<file path="src/rtl/hbd_pkg.sv">
package hbd_pkg;

    localparam int NUM_BRIDGES = 2;
    localparam int NUM_TRI     = 2;

    typedef enum logic [1:0] {
        DRV_OFF = 2'b00,
        DRV_LO  = 2'b01,
        DRV_HI  = 2'b10
    } drv_cmd_e;

    typedef enum logic [1:0] {
        PS_SLEEP  = 2'b00,
        PS_WAKING = 2'b01,
        PS_ACTIVE = 2'b10,
        PS_DOZING = 2'b11
    } pwr_state_e;

    typedef struct packed {
        drv_cmd_e out1;
        drv_cmd_e out2;
    } bridge_cmd_t;

    localparam bridge_cmd_t BRIDGE_IDLE = '{out1: DRV_OFF, out2: DRV_OFF};

endpackage

</file>
<file path="src/rtl/hbd_tri_level.sv">
module hbd_tri_level (
    input  logic [1:0] code_i,
    output logic       level_o,
    output logic       float_o
);
    // codes: 00 low, 01 high, 1x floating
    always_comb begin
        level_o = (code_i == 2'b01);
        float_o = code_i[1];
    end
endmodule

</file>
<file path="src/rtl/hbd_pair_decode.sv">
module hbd_pair_decode
    import hbd_pkg::*;
(
    input  logic        in1_i,
    input  logic        in2_i,
    output bridge_cmd_t cmd_o
);
    always_comb begin
        unique case ({in1_i, in2_i})
            2'b00:   cmd_o = '{out1: DRV_OFF, out2: DRV_OFF};
            2'b01:   cmd_o = '{out1: DRV_LO,  out2: DRV_HI};
            2'b10:   cmd_o = '{out1: DRV_HI,  out2: DRV_LO};
            default: cmd_o = '{out1: DRV_LO,  out2: DRV_LO};
        endcase
    end
endmodule

</file>
<file path="src/rtl/hbd_power_seq.sv">
module hbd_power_seq
    import hbd_pkg::*;
#(
    parameter int WAKE_CYC  = 1000,
    parameter int SLEEP_CYC = 1000
) (
    input  logic clk,
    input  logic rst_n,
    input  logic run_en_i,
    input  logic a_both_float_i,
    output logic active_o,
    output logic asleep_o,
    output logic par_o
);
    localparam int MAX_CYC = (WAKE_CYC > SLEEP_CYC) ? WAKE_CYC : SLEEP_CYC;
    localparam int CNT_W   = (MAX_CYC > 1) ? $clog2(MAX_CYC) : 1;
    localparam logic [CNT_W-1:0] WAKE_LAST  = CNT_W'(WAKE_CYC - 1);
    localparam logic [CNT_W-1:0] SLEEP_LAST = CNT_W'(SLEEP_CYC - 1);

    typedef struct packed {
        pwr_state_e       state;
        logic [CNT_W-1:0] cnt;
        logic             par;
    } seq_t;

    seq_t st_d, st_q;

    always_comb begin
        st_d = st_q;
        unique case (st_q.state)
            PS_SLEEP: begin
                if (run_en_i) begin
                    st_d.state = PS_WAKING;
                    st_d.cnt   = '0;
                    st_d.par   = a_both_float_i;
                end
            end
            PS_WAKING: begin
                if (!run_en_i) begin
                    st_d.state = PS_SLEEP;
                end else if (st_q.cnt == WAKE_LAST) begin
                    st_d.state = PS_ACTIVE;
                end else begin
                    st_d.cnt = st_q.cnt + 1'b1;
                end
            end
            PS_ACTIVE: begin
                if (!run_en_i) begin
                    st_d.state = PS_DOZING;
                    st_d.cnt   = '0;
                end
            end
            default: begin
                if (run_en_i) begin
                    st_d.state = PS_ACTIVE;
                end else if (st_q.cnt == SLEEP_LAST) begin
                    st_d.state = PS_SLEEP;
                end else begin
                    st_d.cnt = st_q.cnt + 1'b1;
                end
            end
        endcase
    end

    always_ff @(posedge clk or negedge rst_n) begin
        if (!rst_n) begin
            st_q <= '{state: PS_SLEEP, cnt: '0, par: 1'b0};
        end else begin
            st_q <= st_d;
        end
    end

    always_comb begin
        active_o = (st_q.state == PS_ACTIVE);
        asleep_o = (st_q.state == PS_SLEEP) || (st_q.state == PS_WAKING);
        par_o    = st_q.par;
    end


    active_entry_chk: assert property (@(posedge clk) disable iff (!rst_n)
        (st_q.state == PS_ACTIVE && $past(st_q.state) != PS_ACTIVE)
        |-> ($past(st_q.state) == PS_WAKING || $past(st_q.state) == PS_DOZING));


    wake_abort_chk: assert property (@(posedge clk) disable iff (!rst_n)
        (st_q.state == PS_WAKING && !run_en_i) |=> (st_q.state == PS_SLEEP));


    par_hold_chk: assert property (@(posedge clk) disable iff (!rst_n)
        !(st_q.state == PS_SLEEP && run_en_i) |=> $stable(st_q.par));

endmodule

</file>
<file path="src/rtl/hbridge_cmd_decoder.sv">
module hbridge_cmd_decoder
    import hbd_pkg::*;
#(
    parameter int CLK_PER_MS = 1000,
    parameter int WAKE_MS    = 1,
    parameter int SLEEP_MS   = 1
) (
    input  logic       clk,
    input  logic       rst_n,
    input  logic       run_en_i,
    input  logic [1:0] a_in1_code_i,
    input  logic [1:0] a_in2_code_i,
    input  logic       b_in1_i,
    input  logic       b_in2_i,
    output logic [1:0] a_out1_o,
    output logic [1:0] a_out2_o,
    output logic [1:0] b_out1_o,
    output logic [1:0] b_out2_o
);
    localparam int WAKE_CYC  = CLK_PER_MS * WAKE_MS;
    localparam int SLEEP_CYC = CLK_PER_MS * SLEEP_MS;

    typedef struct packed {
        bridge_cmd_t [NUM_BRIDGES-1:0] cmd;
        bridge_cmd_t [NUM_BRIDGES-1:0] out;
    } drv_t;

    drv_t st_d, st_q;

    logic [1:0]  a_code [NUM_TRI];
    logic        a_lvl  [NUM_TRI];
    logic        a_flt  [NUM_TRI];
    logic        src1   [NUM_BRIDGES];
    logic        src2   [NUM_BRIDGES];
    logic        upd    [NUM_BRIDGES];
    bridge_cmd_t dec    [NUM_BRIDGES];

    logic active_w, asleep_w, par_w, a_both_float, a_any_float;

    always_comb begin
        a_code[0] = a_in1_code_i;
        a_code[1] = a_in2_code_i;
    end

    genvar gi;
    generate
        for (gi = 0; gi < NUM_TRI; gi++) begin : g_tri
            hbd_tri_level u_tri (
                .code_i  (a_code[gi]),
                .level_o (a_lvl[gi]),
                .float_o (a_flt[gi])
            );
        end
    endgenerate

    always_comb begin
        a_both_float = a_flt[0] & a_flt[1];
        a_any_float  = a_flt[0] | a_flt[1];
    end

    hbd_power_seq #(
        .WAKE_CYC  (WAKE_CYC),
        .SLEEP_CYC (SLEEP_CYC)
    ) u_seq (
        .clk            (clk),
        .rst_n          (rst_n),
        .run_en_i       (run_en_i),
        .a_both_float_i (a_both_float),
        .active_o       (active_w),
        .asleep_o       (asleep_w),
        .par_o          (par_w)
    );

    // bridge A may be steered by bridge B's pair in parallel mode
    always_comb begin
        src1[0] = par_w ? b_in1_i : a_lvl[0];
        src2[0] = par_w ? b_in2_i : a_lvl[1];
        upd[0]  = par_w | ~a_any_float;
        src1[1] = b_in1_i;
        src2[1] = b_in2_i;
        upd[1]  = 1'b1;
    end

    genvar gb;
    generate
        for (gb = 0; gb < NUM_BRIDGES; gb++) begin : g_br
            hbd_pair_decode u_dec (
                .in1_i (src1[gb]),
                .in2_i (src2[gb]),
                .cmd_o (dec[gb])
            );
        end
    endgenerate

    always_comb begin
        st_d = st_q;
        for (int b = 0; b < NUM_BRIDGES; b++) begin
            if (asleep_w) begin
                st_d.cmd[b] = BRIDGE_IDLE;
            end else if (active_w && run_en_i && upd[b]) begin
                st_d.cmd[b] = dec[b];
            end
            st_d.out[b] = (active_w && run_en_i) ? st_d.cmd[b] : BRIDGE_IDLE;
        end
    end

    always_ff @(posedge clk or negedge rst_n) begin
        if (!rst_n) begin
            st_q <= '{cmd: {NUM_BRIDGES{BRIDGE_IDLE}}, out: {NUM_BRIDGES{BRIDGE_IDLE}}};
        end else begin
            st_q <= st_d;
        end
    end

    always_comb begin
        a_out1_o = st_q.out[0].out1;
        a_out2_o = st_q.out[0].out2;
        b_out1_o = st_q.out[1].out1;
        b_out2_o = st_q.out[1].out2;
    end


    run_off_chk: assert property (@(posedge clk) disable iff (!rst_n)
        !run_en_i |=> (a_out1_o == 2'b00 && a_out2_o == 2'b00 &&
                       b_out1_o == 2'b00 && b_out2_o == 2'b00));


    coast_chk: assert property (@(posedge clk) disable iff (!rst_n)
        (active_w && run_en_i && !b_in1_i && !b_in2_i)
        |=> (b_out1_o == 2'b00 && b_out2_o == 2'b00));


    forward_chk: assert property (@(posedge clk) disable iff (!rst_n)
        (active_w && run_en_i && b_in1_i && !b_in2_i)
        |=> (b_out1_o == 2'b10 && b_out2_o == 2'b01));


    brake_chk: assert property (@(posedge clk) disable iff (!rst_n)
        (active_w && run_en_i && b_in1_i && b_in2_i)
        |=> (b_out1_o == 2'b01 && b_out2_o == 2'b01));


    no_bad_code_chk: assert property (@(posedge clk) disable iff (!rst_n)
        (a_out1_o != 2'b11 && a_out2_o != 2'b11 && b_out1_o != 2'b11 && b_out2_o != 2'b11));


    par_follow_chk: assert property (@(posedge clk) disable iff (!rst_n)
        (active_w && run_en_i && par_w)
        |=> (a_out1_o == b_out1_o && a_out2_o == b_out2_o));


    float_hold_chk: assert property (@(posedge clk) disable iff (!rst_n)
        (active_w && run_en_i && !par_w && a_any_float && $past(active_w && run_en_i))
        |=> ($stable(a_out1_o) && $stable(a_out2_o)));

endmodule

</file>
<file path="config.mk">
export PLATFORM = sky130hd
export DESIGN_NAME = hbridge_cmd_decoder
export DESIGN_NICKNAME = d
export VERILOG_FILES = /design/src/rtl/hbd_pkg.sv /design/src/rtl/hbd_tri_level.sv /design/src/rtl/hbd_pair_decode.sv /design/src/rtl/hbd_power_seq.sv /design/src/rtl/hbridge_cmd_decoder.sv
export SDC_FILE = /design/constraint.sdc
export NUM_CORES = 1
export LEC_CHECK = 0
export BUFFER_PORTS_ARGS = -buffer_cell sky130_fd_sc_hd__buf_4
export CORE_MARGIN = 2
export CORE_UTILIZATION = 45
export DETAILED_ROUTE_END_ITERATION = 12
export GPL_ROUTABILITY_DRIVEN = 0
export PLACE_DENSITY = 0.78
export SLEW_MARGIN = 20
export SYNTH_ARGS = -nofsm -noshare
export SYNTH_HDL_FRONTEND = slang
export SYNTH_SLANG_ARGS = --single-unit
</file>
<file path="constraint.sdc">
create_clock -name clk -period 1.7 [get_ports clk]
set_input_delay 0.34 -clock clk [delete_from_list [all_inputs] [get_ports clk]]
set_output_delay 0.34 -clock clk [all_outputs]
set_load 0.005 [all_outputs]
</file>
# [Yosys cells after proc, flatten, opt, wreduce, memory -nomap -nowiden]
# Index checks and enable logic that the tools add are counted.
[classes] bitwise=4 div_mod_pow=0 multipliers=0 mux=20 shift=0 order_cmp=0 addsub=1 eq_ne=14 n_reduce_logical=10
[ops] op="$pmux 12 s3" count=1
[ops] op="$mux 10" count=3
[ops] op="$mux 4" count=6
[ops] op="$pmux 4 s3" count=2
[ops] op="$mux 13" count=1
[ops] op="$mux 12" count=1
[ops] op="$add 10x1->10 const B" count=1
[ops] op="$eq 10x10->1 const B" count=1
[ops] op="$eq 2x1->1 const B" count=5
[ops] op="$mux 2" count=4
[ops] op="$reduce_and 4->1" count=2
[ops] op="$eq 2x2->1 const B" count=3
[ops] op="$logic_not 2->1" count=3
[ops] op="$ne 2x2->1 const B" count=3
[ops] op="$reduce_bool 4->1" count=1
[ops] op="$ne 3x1->1 const B" count=1
[ops] op="$ne 3x2->1 const B" count=1
[ops] op="$logic_and 1x1->1" count=2
[ops] op="$mux 1" count=2
[ops] op="$or 1x1->1" count=2
[ops] op="$reduce_and 2->1" count=1
[ops] op="$and 1x1->1" count=1
[ops] op="$logic_or 1x1->1" count=1
[ops] op="$not 1->1" count=1
[totals] ff_bits=29 latch_bits=0 memories=0 romBits=0 in_bits=9 ramBits=0 out_inout_bits=8

# [Longest topological paths before layout]
# Gate-level depths: netlist of the first run.
[depth] ltp_word=7 depth_mapped=4 ltp_nobuf=4

# [Cells and area by module]
# A second synthesis of the first run with hierarchy kept.
[hier_totals] cells_unflattened=139 hier_area_um2=1417.6
[modules_own_cells] mod="hbd_power_seq" n_inst=1 cells_each=72 area_each_um2=721.9
[modules_own_cells] mod="hbridge_cmd_decoder" n_inst=1 cells_each=55 area_each_um2=608.1
[modules_own_cells] mod="hbd_pair_decode" n_inst=2 cells_each=4 area_each_um2=22.5
[modules_own_cells] mod="hbd_tri_level" n_inst=2 cells_each=2 area_each_um2=21.3

# [Least setup slack after synthesis of the first run]
# OpenSTA, ideal clock, no wires.
[synth_path] path_type="flip-flop to flip-flop" from="reg u_seq.st_q[1] in the netlist's numbering" to="reg with a tool-made name" t_arrival_ns=1.585 synth_period_minus_slack_ns=1.710 path_stages_with_launch=5 slack_ns=-0.010 n_path_buf=0 cell_sequence="dfrtp_1 -> ha_1 -> nand3_1 -> or4_4 -> mux2_4"
[synth_lines] item="from (decl)" line="hbd_power_seq.sv:26" rtl="seq_t st_d, st_q;"
[synth_lines] item="from (signal assigned)" line="hbd_power_seq.sv:67" rtl="st_q <= '{state: PS_SLEEP, cnt: '0, par: 1'b0};"
[synth_lines] item="from (signal assigned)" line="hbd_power_seq.sv:69" rtl="st_q <= st_d;"

==> impl_metrics.ini, run 1 <==
[timing]
rsz0062_at_grt = true
setup_viol_count_final = 0
fin_crit_ns = 1.682
worst_slack_ns = 0.01776
fin_crit_sh = 0.9896
skew_ns = 0.004547
holdWs_ns = 0.1626
final_max_slew_viol_count = 0
hold_violations = 0
tightest_slew_ns = 0.4336
clock.fmax_ghz = 0.5944
relSlewSlack = 0.7035

[power_and_ir_drop]
p_sw_frac = 0.3435
ir_worst_vdd_uv = 768.4
internal_power_mw = 1.018
pwr-share-clk = 0.185
p_leak_nw = 0.7141
p_per_area_mw_per_mm2 = 964.5
total_power_mw = 1.551
pwr-share-comb = 0.300
p_seq_frac = 0.515
netSwitchingPower_mw = 0.5327

[logic_synthesis]
yosys_most_used_dff = dfrtp_1
yosys_register_bits = 25
synth_seq_area_share = 0.4721
syn-instance-count = 132
syn_area_mm2 = 0.001325
yosys.cell_types.count = 46
synth_edf_count = 0
async_flop_share = 1.000
synth_area_per_cell_um2 = 10.04
synthesis.nets = 142
yosys_warnings = 0

[global_route]
grt_pass1_wl_mm = 4.719
grt_pass1_vias = 1091
grt_usage = 0.1811
antenna_found_initial = 0
grt_max_degree = 26
grt-ovfl-total = 0

[hold_path]
hold_class = input pin to flop
worstHoldStart = b_in2_i
hold_path_depth = 2
hold_path_end = b_out1_o[1]$_DFF_PN0_

[layout]
fillers = 224
area_growth_pct = 21.34
layout-drive-gt1-share = 0.3333
final_cell_mix = buf_4, dfrtp_1, nand2_1, a21oi_1, nand3_1
final_nets = 167
diodes = 0
stdcell_area_mm2 = 0.001608
final_common_cell = buf_4
fin_util = 0.5780

[routing]
firstDrtPassIters = 4
vias = 1108
drc = 0
first_iter_violations = 53
vias_per_cell = 5.925
antenna_left = 0
wire_per_inst_um = 15.29
wl_mm = 2.860

[die]
die-height_um = 58.27
die_x_um = 58.27
initial_core_util = 0.4764
core.rowCount = 19
core_mm2 = 0.002781
pin_count = 17
die_area_mm2 = 0.003395

[outcome]
outcome = completed

[placement]
placed_area_mm2 = 0.001526
hpwlAfterDp_mm = 1.963
io_buffers = 16
place_ws_ns = 0.02823

[worst_setup_path]
cp-end-kind = flop
path_class = flop to flop
cp_max_fo = 3
reg2reg_slack_ns = 0.02
rr_startpoint = u_seq.st_q[4]$_DFFE_PN0P_
cp_data_required_time_ns = 1.94
critPathLaunchType = flop
reg2reg_depth = 3
arrival_ns = 1.92

[clocking]
clockRootBuffer = clkbuf_4
postCtsSetupRepairBufs = 0
h-tree-depth = 1
clk_pin_slew_ns = 0.15
clockBufferDepth = 2
insertion_delay_ns = 0.33
cts_buffers = 3
cts_tree = yes
cts.sinks = 25

[flow_run]
max-cap-violations = 0
[kinds of logic (layout without fill, tap and decap cells)]
| family | Yosys count | after routing | share of synthesized area |
|---|---|---|---|
| muxes | 1 | 1 | 0.01133 |
| buffers and inverters | 17 | 41 | 0.07176 |
| adders and majority gates | 1 | 1 | 0.009441 |
| DFF | 25 | 25 | 0.4721 |
| xor gates and xnor gates | 2 | 2 | 0.01322 |
| AOI/OAI and AO/OA | 33 | 33 | 0.1823 |
| and+or+nand+nor | 53 | 53 | 0.2398 |
[registers in the layout, indices dropped and copies added, names as in the netlist, named ones only]
register and cells:
u_seq.st_q 11, a_out1_o 2, b_out1_o 2, a_out2_o 2, st_q 4, u_seq.par_o 1, b_out2_o 2
[per-layer routing]
metal,part of all wire,global-route usage
met3,0.052,0.04911
met2,0.50,0.3098
met1,0.44,0.2222
met4,0.0073,0.05316
met5,0,0
[final cells by class]
class	count	area, µm²	area share
clock buffer	3	22.52	0.01401
tap	31	38.79	0.02412
clock inverter	1	7.507	0.004669
sequential	25	626.9	0.3899
multi-input combinational	90	643.1	0.4000
inverter	4	15.01	0.009339
timing repair buffer	33	254.0	0.1580
[Yosys cell counts, drive strengths merged, types with 2 or more instances]
cell	instances	area share
nor2b	2	0.0094
and2	3	0.014
nand2b	3	0.014
or4	5	0.032
nand2	11	0.031
nand3	8	0.030
a31o	2	0.013
nor3	5	0.019
clkbuf	4	0.011
inv	4	0.011
o211ai	6	0.034
o311ai	3	0.020
o21ai	3	0.011
nor3b	2	0.011
o31ai	3	0.017
buf	9	0.049
and3	3	0.015
dfrtp	25	0.47
or3	2	0.0094
a21oi	7	0.026
nor4	2	0.0094
[worst max path at each step]
| stage | endpoint | startpoint | cells after the start |
|---|---|---|---|
| detailed placement | u_seq.st_q[2]$_DFFE_PN0P_ | u_seq.st_q[4]$_DFFE_PN0P_ | 4 |
| CTS | u_seq.st_q[2]$_DFFE_PN0P_ | u_seq.st_q[4]$_DFFE_PN0P_ | 4 |
| finish | flop | u_seq.st_q[4]$_DFFE_PN0P_ | 3 |
| floorplan | flop | u_seq.st_q[1]$_DFFE_PN0P_ | 4 |
| global placement | flop | u_seq.st_q[4]$_DFFE_PN0P_ | 3 |
| global route | flop | u_seq.st_q[2]$_DFFE_PN0P_ | 4 |
[stage by stage]
step / setup TNS, ns / cells
5_1_grt: -0.1262 / 187
2_1_floorplan: -0.007139 / 132
6_report: 0 / 187
4_1_cts: 0 / 187
3_3_place_gp: 0 / 182
3_5_place_dp: 0 / 182
[timing repair]
action	4_1_cts	5_1_grt
gates resized for setup	0	9
setup endpoints to repair	0	4
endpoints found under the hold margin	25	0
hold buffers	1	0
[worst max-delay path, stage by stage (launching register included)]
cell,delay [ns]
dfrtp_1,0.42
or3b_4,0.41
or4_4,0.45
mux2_4,0.31
[power by group through the flow]
stage	Sequential, mW	Clock, mW	Combinational, mW
floorplan	0.791	0	0.243
global placement	0.792	0	0.413
detailed placement	0.792	0	0.430
CTS	0.784	0.291	0.432
global route	0.816	0.321	0.511
finish	0.798	0.287	0.466
Power figures use the tool's default switching activity.
==> run 2, diff against run 1 <==
BUFFER_PORTS_ARGS = default   (was -buffer_cell sky130_fd_sc_hd__buf_4)
DONT_BUFFER_PORTS = 1   (was default)
PLACE_DENSITY = 0.7   (was 0.78)
TNS_END_PERCENT = 100   (was default)
==> run 2 against run 1 <==
Net effect: worst setup slack worse by 0.012 ns; cell count down 8.6%; via count down 5.0%; global-route usage down 1.6 points; highest routed layer unchanged; final area down 8.2%.
==> impl_metrics.ini, run 2 (same netlist as run 1, synthesis figures left out) <==
[placement]
io_buffers = 0
hpwlAfterDp_mm = 1.885

[routing]
drc = 0
wire_per_inst_um = 15.21
wl_mm = 2.601
first_iter_violations = 75
antenna_left = 0
vias_per_cell = 6.158
vias = 1053
firstDrtPassIters = 4

[hold_path]
hold_class = input pin to flop

[timing]
fin_crit_ns = 1.695
rsz0062_at_grt = true
fin_crit_sh = 0.9968
holdWs_ns = 0.05062
relSlewSlack = 0.6106
final_max_slew_viol_count = 0
hold_violations = 0
skew_ns = 0.009950
setup_viol_count_final = 0
clock.fmax_ghz = 0.5901
tightest_slew_ns = 0.5693

[power_and_ir_drop]
p_per_area_mw_per_mm2 = 1003
p_seq_frac = 0.542
pwr-share-comb = 0.275
internal_power_mw = 0.9911
ir_worst_vdd_uv = 817.5
netSwitchingPower_mw = 0.4897
p_leak_nw = 0.6270
p_sw_frac = 0.3307
pwr-share-clk = 0.183

[die]
die-height_um = 58.27
pin_count = 17
core.rowCount = 19
initial_core_util = 0.4764
die_x_um = 58.27
die_area_mm2 = 0.003395
core_mm2 = 0.002781

[clocking]
cts.sinks = 25
clockRootBuffer = clkbuf_4
clockBufferDepth = 2
clk_pin_slew_ns = 0.14
insertion_delay_ns = 0.33
cts_buffers = 3
cts_tree = yes
h-tree-depth = 1

[layout]
layout-drive-gt1-share = 0.2286
area_growth_pct = 11.43
fin_util = 0.5308
multi_input_area_um2 = 620.6
final_nets = 151
regArea_um2 = 625.6
top_regs = u_seq.st_q (11), st_q (4)
top_register = u_seq.st_q
fillers = 247
diodes = 0
final_common_cell = dfrtp_1
final_cell_mix = dfrtp_1, buf_4, nand2_1, nand3_1, a21oi_1
largest_register_ffs = 11

[worst_setup_path]
cp_max_fo = 3
path_class = flop to flop
critPathLaunchType = flop
reg2reg_depth = 3
cp-end-kind = flop
arrival_ns = 1.93
cp_data_required_time_ns = 1.93
cp-startpoint = u_seq.st_q[4]$_DFFE_PN0P_
reg2reg_slack_ns = 0.005
rr_startpoint = u_seq.st_q[4]$_DFFE_PN0P_

[global_route]
grt_pass1_vias = 975
grt_pass1_wl_mm = 4.291
grt_max_degree = 26
grt-ovfl-total = 0
antenna_found_initial = 0
grt_usage = 0.1651

[flow_run]
max-cap-violations = 0

[outcome]
outcome = completed
-- run 2: changes by cell type in the layout (fill, tap and decap cells not counted), sizes merged --
cell  previous run  this run
buf             32        16
-- run 2: how the worst min path moves through the flow --
| stage | cells after the start | endpoint | from | slack, ns |
|---|---|---|---|---|
| 6_report | 1 | b_out1_o[1]$_DFF_PN0_ | b_in2_i | 0.05 |
| 5_1_grt | 1 | b_out2_o[1]$_DFF_PN0_ | b_in1_i | 0.03 |
| 4_1_cts | 1 | b_out1_o[1]$_DFF_PN0_ | b_in2_i | 0.04 |
| 3_5_place_dp | 0 | b_out2_o[0]$_DFF_PN0_ | rst_n | 0.04 |
| 3_3_place_gp | 0 | b_out1_o[0]$_DFF_PN0_ | rst_n | 0.04 |
| 2_1_floorplan | 0 | async pin | rst_n | 0.04 |
-- run 2: stage by stage --
step | area, µm² | setup WS [ns] | setup TNS [ns] | cells | total power, mW
after global placement | 1384 | 0.06698 | 0 | 163 | 1.148
final | 1476 | 0.005437 | 0 | 171 | 1.481
after global routing | 1476 | -0.04607 | -0.1312 | 171 | 1.582
after floorplan | 1328 | -0.007139 | -0.007139 | 132 | 1.034
after CTS | 1444 | 0.01057 | 0 | 169 | 1.455
after detailed placement | 1384 | 0.04195 | 0 | 163 | 1.163
-- run 2: power by group through the flow --
stage	logic, mW	clock network, mW	registers [mW]
detailed placement	0.365	0	0.798
floorplan	0.243	0	0.791
CTS	0.384	0.284	0.787
global placement	0.354	0	0.793
finish	0.408	0.271	0.802
global route	0.461	0.304	0.818
-- run 2: worst max-delay path: stages (launching register included) --
cell	delay, ns
dfrtp_1	0.43
or3b_4	0.41
or4_4	0.45
mux2_4	0.31
-- run 2: metal layers --
| metal | up-vias | track usage | part of all wire |
|---|---|---|---|
| li1 | 504 | - | - |
| met1 | 503 | 0.2219 | 0.45 |
| met2 | 40 | 0.2632 | 0.48 |
| met3 | 6 | 0.02679 | 0.047 |
| met4 | 0 | 0.06977 | 0.023 |
| met5 | - | 0 | 0 |
-- run 2: layout make-up --
| type | count | area share |
|---|---|---|
| Clock inverter | 1 | 0.005085 |
| Clock buffer | 3 | 0.01525 |
| Inverter | 4 | 0.01017 |
| Sequential cell | 25 | 0.4237 |
| Multi-Input combinational cell | 90 | 0.4203 |
| Timing Repair Buffer | 17 | 0.09915 |
| Tap cell | 31 | 0.02627 |
-- run 2: timing repair --
| item | CTS | global route |
|---|---|---|
| hold endpoints to repair | 25 | 0 |
| setup buffers | 0 | 2 |
| resized for setup | 0 | 4 |
| hold buffers | 2 | 0 |
| setup endpoints to repair | 0 | 4 |
==> run 3, diff against run 2 <==
PLACE_DENSITY = 0.65   (was 0.7)
==> run 3 against run 2 <==
Net effect: final area grew 0.25%; via count down 1.2%; largest power group unchanged; fmax rose by 0.38%; routed wire length rose by 5.5%; sequential power about the same; combinational power is 4.9% higher; first-iteration DRC count shrank 31%.
==> impl_metrics.ini, run 3 (same netlist as run 1, synthesis figures left out) <==
[worst_setup_path]
cp_cell_sequence = or3b_4, or4_4, mux2_4
path_buf_inv = 0
cp_max_fo = 5
cp-end-kind = flop
arrival_ns = 1.92
critPathLaunchType = flop
path_class = flop to flop
critPathTopFamily = simple AND/OR/NAND/NOR gates
max_stage_delay_ns = 0.45
slowest_stage = or4_4
cp_data_required_time_ns = 1.93

[clocking]
clk_pin_slew_ns = 0.15
insertion_delay_ns = 0.33
cts_buffers = 3
h-tree-depth = 1
cts_tree = yes
clockRootBuffer = clkbuf_4
clockBufferDepth = 2
cts.sinks = 25

[timing]
fin_crit_sh = 0.9930
rsz0062_at_grt = true
relSlewSlack = 0.6447
worst_slack_ns = 0.01182
fin_crit_ns = 1.688
tightest_slew_ns = 0.5291
skew_ns = 0.005364
clock.fmax_ghz = 0.5924
setup_viol_count_final = 0
final_max_slew_viol_count = 0
hold_violations = 0

[die]
initial_core_util = 0.4764
die-height_um = 58.27
die_x_um = 58.27
core.rowCount = 19
die_area_mm2 = 0.003395
core_mm2 = 0.002781
pin_count = 17

[layout]
multi_input_area_um2 = 628.1
area_growth_pct = 11.71
diodes = 0
top_regs = u_seq.st_q (11), st_q (4)
stdcell_area_mm2 = 0.001480
final_common_cell = dfrtp_1
final_cell_mix = dfrtp_1, buf_4, nand2_1, nand3_1, a21oi_1
top_register = u_seq.st_q
fillers = 244
layout-drive-gt1-share = 0.2302
final_nets = 150
fin_util = 0.5322
largest_register_ffs = 11
regArea_um2 = 625.6

[global_route]
grt_pass1_vias = 1058
grt_pass1_wl_mm = 4.616
antenna_found_initial = 0
grt-ovfl-total = 0
grt_max_degree = 26
grt_usage = 0.1766

[power_and_ir_drop]
p_leak_nw = 0.6251
ir_worst_vdd_uv = 868.7
p_per_area_mw_per_mm2 = 1022
total_power_mw = 1.512

[routing]
vias = 1040
wire_per_inst_um = 16.14
first_iter_violations = 52
vias_per_cell = 6.118
wl_mm = 2.744
antenna_left = 0
firstDrtPassIters = 4
drc = 0

[outcome]
outcome = completed

[hold_path]
hold_class = input pin to flop

[placement]
placed_area_mm2 = 0.001376
place_ws_ns = 0.03555
hpwlAfterDp_mm = 1.875
io_buffers = 0

[flow_run]
max-cap-violations = 0
## run 3: cell count changes in the layout (fill, tap and decap cells not counted), sizes merged
| cell | previous run | this run |
|---|---|---|
| buf | 16 | 15 |
## run 3: worst reg2reg max path: stages (launching register included)
cell and delay, ns:
dfrtp_1 0.42, or3b_4 0.41, or4_4 0.45, mux2_4 0.31
## run 3: what timing repair did
action,CTS,global route
endpoints found under the hold margin,25,0
setup endpoints to repair,0,7
resized for setup,0,7
buffers inserted,0,2
hold buffers,2,0
## run 3: final timing paths
| check | from | endpoint | depth (start not counted) | slack, ns |
|---|---|---|---|---|
| worst max-delay path | u_seq.st_q[10]$_DFFE_PN0P_ | flop | 3 | 0.01 |
| worst min-delay path | b_in1_i | b_out2_o[1]$_DFF_PN0_ | 1 | 0.05 |
| worst max register to register | u_seq.st_q[10]$_DFFE_PN0P_ | flop | 3 | 0.01 |
| worst min register to register | st_q[9]$_DFF_PN0_ | a_out2_o[1]$_DFF_PN0_ | 2 | 0.54 |
| max in group asynchronous | rst_n | u_seq.st_q[8]$_DFFE_PN0P_ | 2 | 1.13 |
| min in group asynchronous | rst_n | b_out1_o[0]$_DFF_PN0_ | 2 | 0.42 |
## run 3: through the flow
stage               hold WS [ns]  setup TNS (ns)  instances
global route             0.02643         -0.1064        170
detailed placement       0.04492               0        162
global placement         0.04495               0        162
CTS                      0.03771               0        168
floorplan                0.04441       -0.007139        132
finish                   0.04663               0        170
## run 3: layout make-up
cell class	instances	area share
multi-input combinational	90	0.4243
sequential	25	0.4227
timing repair buffer	16	0.09637
tap	31	0.02620
clock buffer	3	0.01522
inverter	4	0.01014
clock inverter	1	0.005072
## run 3: layer usage
metal	wire length (µm)	part of all wire	vias to the layer above	track usage
li1	-	-	502	-
met1	1194	0.44	504	0.2068
met2	1382	0.50	30	0.3130
met3	128	0.047	4	0.05134
met4	39	0.014	0	0.04651
met5	0	0	-	0
## run 3: report_power, final
| group | switching [mW] | internal, mW |
|---|---|---|
| Sequential | 0.115 | 0.689 |
| Clock | 0.190 | 0.0901 |
| Combinational | 0.206 | 0.221 |
| Total | 0.512 | 1.00 |
